## src/rtl/sreg_cipher_pkg.sv

```systemverilog
package sreg_cipher_pkg;

  // Strobes from the control module to the datapath
  typedef struct packed {
    logic clear;    // wipe register and output bit
    logic advance;  // shift one place and encrypt one bit
  } dp_strobe_t;

endpackage

```

## src/rtl/sreg_cipher_ctrl.sv

```systemverilog
module sreg_cipher_ctrl
  import sreg_cipher_pkg::*;
(
  input  logic       clk,
  input  logic       rst,
  input  logic       shiftEn,
  output dp_strobe_t strobes,
  output logic       cipherValid
);

  // Reset wins over the load strobe
  always_comb begin
    strobes.clear   = rst;
    strobes.advance = shiftEn & ~rst;
  end

  always_ff @(posedge clk) begin
    if (rst) cipherValid <= 1'b0;
    else     cipherValid <= shiftEn;
  end

  // valid follows each strobed cycle
  a_r5_valid_after_shift: assert property (@(posedge clk) disable iff (rst)
    shiftEn |=> cipherValid);

  // no valid without a strobe
  a_r5_no_spurious_valid: assert property (@(posedge clk) disable iff (rst)
    !shiftEn |=> !cipherValid);

endmodule

```

## src/rtl/sreg_cipher_dp.sv

```systemverilog
module sreg_cipher_dp
  import sreg_cipher_pkg::*;
#(
  parameter int WIDTH = 32
) (
  input  logic       clk,
  input  dp_strobe_t strobes,
  input  logic       seedIn,
  input  logic       plainIn,
  output logic       cipherOut
);

  localparam int TAP = WIDTH - 1;

  logic [WIDTH-1:0] stateReg;

  always_ff @(posedge clk) begin
    if (strobes.clear) begin
      stateReg  <= '0;
      cipherOut <= 1'b0;
    end else if (strobes.advance) begin
      stateReg  <= {stateReg[TAP-1:0], seedIn};
      cipherOut <= stateReg[TAP] ^ plainIn;
    end
  end

  // one-place shift with the seed at bit 0
  a_r3_shift_in: assert property (@(posedge clk) disable iff (strobes.clear)
    strobes.advance |=> (stateReg[0] == $past(seedIn)) &&
                        (stateReg[TAP:1] == $past(stateReg[TAP-1:0])));

  // output is the old top bit XOR plaintext
  a_r4_cipher_bit: assert property (@(posedge clk) disable iff (strobes.clear)
    strobes.advance |=> cipherOut == $past(stateReg[TAP] ^ plainIn));

  // register holds without a strobe
  a_r2_hold_state: assert property (@(posedge clk) disable iff (strobes.clear)
    !strobes.advance |=> $stable(stateReg));

  // output bit holds without a strobe
  a_r2_hold_out: assert property (@(posedge clk) disable iff (strobes.clear)
    !strobes.advance |=> $stable(cipherOut));

endmodule

```

## src/rtl/sreg_test_cipher.sv

```systemverilog
module sreg_test_cipher
  import sreg_cipher_pkg::*;
#(
  parameter int WIDTH = 32
) (
  input  logic clk,
  input  logic rst,
  input  logic seedIn,
  input  logic shiftEn,
  input  logic plainIn,
  output logic cipherOut,
  output logic cipherValid
);

  dp_strobe_t strobes;

  sreg_cipher_ctrl u_ctrl (
    .clk        (clk),
    .rst        (rst),
    .shiftEn    (shiftEn),
    .strobes    (strobes),
    .cipherValid(cipherValid)
  );

  sreg_cipher_dp #(.WIDTH(WIDTH)) u_dp (
    .clk      (clk),
    .strobes  (strobes),
    .seedIn   (seedIn),
    .plainIn  (plainIn),
    .cipherOut(cipherOut)
  );

endmodule

```

## config.mk

```make
export PLATFORM = sky130hd
export DESIGN_NAME = sreg_test_cipher
export DESIGN_NICKNAME = d
export VERILOG_FILES = /design/src/rtl/sreg_cipher_pkg.sv /design/src/rtl/sreg_cipher_ctrl.sv /design/src/rtl/sreg_cipher_dp.sv /design/src/rtl/sreg_test_cipher.sv
export SDC_FILE = /design/constraint.sdc
export NUM_CORES = 1
export LEC_CHECK = 0
export CAP_MARGIN = 20
export CELL_PAD_IN_SITES_DETAIL_PLACEMENT = 1
export CELL_PAD_IN_SITES_GLOBAL_PLACEMENT = 2
export CORE_ASPECT_RATIO = 0.6
export CORE_UTILIZATION = 34
export CTS_CLUSTER_SIZE = 16
export DETAILED_ROUTE_END_ITERATION = 7
export HOLD_SLACK_MARGIN = 0.02
export PLACE_DENSITY_LB_ADDON = 0.15
export SLEW_MARGIN = 20
export SYNTH_ARGS = -nofsm -noshare
export SYNTH_HDL_FRONTEND = slang
export SYNTH_SLANG_ARGS = --single-unit
```

## constraint.sdc

```tcl
create_clock -name clk -period 1 [get_ports clk]
set_clock_uncertainty 0.1 [all_clocks]
set_input_delay 0.3 -clock clk [delete_from_list [all_inputs] [get_ports clk]]
set_output_delay 0.3 -clock clk [all_outputs]
set_load 0.01 [all_outputs]
```

# Yosys cells after proc, flatten, opt, wreduce, memory -nomap -nowiden
# Cells that the tools add are included.
[totals]
reg_bits = 34
input_bits = 5
[op_classes]
n_bitwise = 3
[ops]
columns = ["operator", "count"]
rows = [
  ["1-bit AND", 1],
  ["1-bit NOT", 1],
  ["1-bit XOR", 1],
]

# Logic depth before layout (Yosys ltp)
[depth]
depth_word = 2
mapped_depth = 4

# Hierarchy
# A second synthesis with hierarchy kept.
[unflattened]
cells_unflattened = 112
hier_area_um2 = 1251.2
[modules_own_cells]
columns = ["mod", "instances", "cells_each", "area_each_um2", "seq_area_each_um2"]
rows = [
  ["sreg_cipher_dp", 1, 108, 1211.2, 660.6],
  ["sreg_cipher_ctrl", 1, 4, 40.0, 20.0],
]

# Worst setup path before layout
# OpenSTA, ideal clock, no wires.
[synth_timing]
kind = "input to register"
startpoint = "in shiftEn"
endpoint = "reg u_dp.stateReg[10]"
setup_ps = 128
t_arrival_ps = 792
required_time_ps = 772
setup_slack_ps = -19
path_stages = 4
n_path_buf = 2
path_cell_list = "buf_6 buf_12 mux2i_1 nor2_1"
[synth_between]
elab_chain_len = 1
[synth_lines]
columns = ["item", "line_no", "rtl"]
rows = [
  ["start: declaration", "sreg_test_cipher.sv:9", "input logic shiftEn,"],
  ["1-bit AND", "sreg_cipher_ctrl.sv:14", "strobes.advance = shiftEn & ~rst;"],
  ["end signal: assignment", "sreg_cipher_dp.sv:22", "stateReg <= {stateReg[TAP-1:0], seedIn};"],
  ["end: declaration", "sreg_cipher_dp.sv:15", "logic [WIDTH-1:0] stateReg;"],
]
# Every way passes these cells.
# A chain may end at the register's enable or synchronous reset.

# Final worst setup path
[layout_timing]
startpoint = "reg u_dp.cipherOut"
endpoint = "out cipherOut"
[layout_rtl]
columns = ["item", "line_no", "rtl"]
rows = [
  ["start: declaration", "sreg_cipher_dp.sv:10", "output logic cipherOut"],
  ["start signal: assignment", "sreg_cipher_dp.sv:23", "cipherOut <= stateReg[TAP] ^ plainIn;"],
  ["end: declaration", "sreg_test_cipher.sv:11", "output logic cipherOut,"],
]
# No word-level cell between the ends.

==> impl_metrics.toml <==
[outcome]
status = "complete, but fails checks"
violations = "negative setup slack"

[clocking]
cts_tree = "done"
path_clk_slew_ns = 0.06
root_buffer = "clkbuf_8"
cts_buffers = 5
insertion_delay_ns = 0.28
cts_sinks = 34
ctsHtreeMaxLevel = 2
cts_buffer_depth = 2

[placement]
place_inst = 158
dpl.hpwl_mm = 1.24
port_buffers = 6
gp_congestion = 0.649
place_ws_ns = -0.312

[sta]
period_share_pct = 111
period_needed_ns = 1.11
hold_viol = 0
final_max_slew_viol_count = 0
tightest_slew_ns = 0.141
setup_ws_ns = -0.112
whs_ns = 0.282
rsz0062_at_grt = "yes"
timing.fmax_mhz = 899
finalSetupViolCount = 2
slew_headroom_pct = 90.3

[worst_setup_path]
crit_family = "flip-flops"
crit_path_cell_trace = "buf_6"
crit_type = "flop to primary output"
cp.buffers_inverters = 1
cp-end-kind = "primary output"
critical-path-slowest-cell = "dfxtp_2"
cp.required_ns = 0.60
cp_max_fo = 2
critPathLaunchType = "flop"
cpPeakStageDelay_ns = 0.32
r2r_slack_ns = 0.07
crit_arrival_ns = 0.71

[drt]
drcViolationCount = 0
routed_via_density = 4.55
num_vias = 755
routed_wl_mm = 1.90
ant_nets = 0
drt_iter0_drc = 26
first_pass_iters = 3
wl_per_cell_um = 11.4

[yosys]
seq_area_frac_synth_pct = 54.7
synth_edf_count = 0
ys_types = 11
synth_fp_nets = 115
synthTopCellsByArea = "dfxtp_1 55%, mux2i_1 26%, nor2_1 9.7%"
synth_compound_area_share_pct = 1.01
ys_ff_latch = 34
synthesis.instances = 110
synth_top_area_cell = "dfxtp_1"
synth_fa_ha_area_share_pct = 0
synthArstFlopShare_pct = 0
syn_area_um2 = 1240
synth_xor_xnor_area_share_pct = 0.704
avgSynthCellArea_um2 = 11.3
synth_top_family_by_area = "multiplexers"
netlist.area_leader.share_pct = 54.7
yosys.area_share.simple_pct = 10.7
synth_flop_cell = "dfxtp_1"
yosys.cell_count.top_type = "dfxtp_1"
synth_commonest_cells = "34 x dfxtp_1, 32 x mux2i_1, 32 x nor2_1"
synth_mux_area_share_pct = 25.8
ys_warn_count = 0

[pwr]
leakagePower_nw = 0.639
ir_drop_mv = 0.657
power_density_nw_per_um2 = 1700

[layout]
num_antenna_cells = 0
nets = 126
syn_to_final_growth_pct = 15.1
drive_above_1_share_pct = 14.9
layoutNonFillerInstCount = 166
nFillCells = 379

[floorplan]
dieArea_um2 = 3910
fp.dieW_um = 80.1
coreArea_um2 = 3360
num_rows = 16
start_util_pct = 37.0
die_h_um = 48.9
pin_count = 7

[run]
cap_viol_max_count = 0

[grt]
overflow = 0
grt_pass1_vias = 763
grt_pass1_wl_mm = 3.42
grt_usage_pct = 12.0
grt_max_degree = 35
antenna_found_initial = 0

[hold_path]
min_path_type = "input port to flop"
==> worst paths after layout <==
check,start,end,cells after the start
max reg2reg,u_dp.cipherOut$_SDFFE_PP0P_,u_dp.cipherOut$_SDFFE_PP0P_,4
max,u_dp.cipherOut$_SDFFE_PP0P_,cipherOut,1
min reg2reg,u_dp.stateReg[4]$_SDFFE_PP0P_,u_dp.stateReg[4]$_SDFFE_PP0P_,2
min,plainIn,u_dp.cipherOut$_SDFFE_PP0P_,3
==> per-layer routing <==
metal  up-vias  part of all wire [%]  wire length (um)  global-route usage [%]
met5         -                     0                 0                       0
met4         0                   2.7                52                    8.93
met3         8                   4.9                93                    5.05
met2        11                    41               783                    16.8
met1       357                    51               968                    14.6
li1        379                     -                 -                       -
==> worst min-delay path, delay by kind of cell <==
family	cells	cell delay, ns
compound gates	1	0.06
buf+inv	1	0.13
xor+xnor	1	0.13
==> area by class of cell <==
type	instances	area [um^2]	area share, %
Clock buffer	7	76.3	5.33
Multi-Input combinational cell	68	482	33.7
Sequential cell	34	682	47.6
Tap cell	45	56.3	3.93
Timing Repair Buffer	12	135	9.44
==> flip-flops by register name, summed over array words and instances, names as in the netlist <==
| name | flops |
|---|---|
| u_ctrl.cipherValid | 1 |
| u_dp.cipherOut | 1 |
| u_dp.stateReg | 32 |
==> where the power goes <==
part	total [W]	leakage, nW	switching (W)	internal, W
clock network	0.000912	0.0383	0.000434	0.000478
logic	0.000154	0.325	0.0000727	0.0000811
registers	0.00137	0.275	0.00000492	0.00136
total	0.00244	0.639	0.000512	0.00192
==> cell families after synthesis <==
family / after synthesis
buffers and inverters: 8
and+or+nand+nor: 34
AOI/OAI and AO/OA: 1
muxes: 32
DFF: 34
xor gates and xnor gates: 1
==> timing repair <==
item,in CTS,in global routing
hold buffers,0,0
resized for setup,11,2
endpoints found under the setup margin,5,3
buffers inserted,0,1
pin swaps,0,0
hold endpoints to repair,0,0
==> per-stage QoR <==
stage          area [um^2]  total power [W]  setup TNS [ns]  utilization [%]
2_1_floorplan         1250          0.00152         -0.0320                -
3_3_place_gp          1340          0.00155          -10.26             39.9
3_5_place_dp          1340          0.00155          -10.64             39.9
4_1_cts               1410          0.00249          -0.257             42.0
5_1_grt               1430          0.00255          -0.281             42.6
6_report              1430          0.00244          -0.217             42.6
==> cell usage in the layout, fill, tap and decap left out <==
master            n
dfxtp_1          33
mux2i_1          32
nor2_1           32
clkbuf_8          5
buf_4             3
buf_12            3
clkbuf_1          2
buf_2             2
nor2b_1           1
xnor2_2           1
nor2_2            1
a211oi_2          1
dlymetal6s2s_1    1
dlygate4sd2_1     1
clkdlybuf4s50_1   1
buf_6             1
dfxtp_2           1
(Power assumes the default switching activity.)
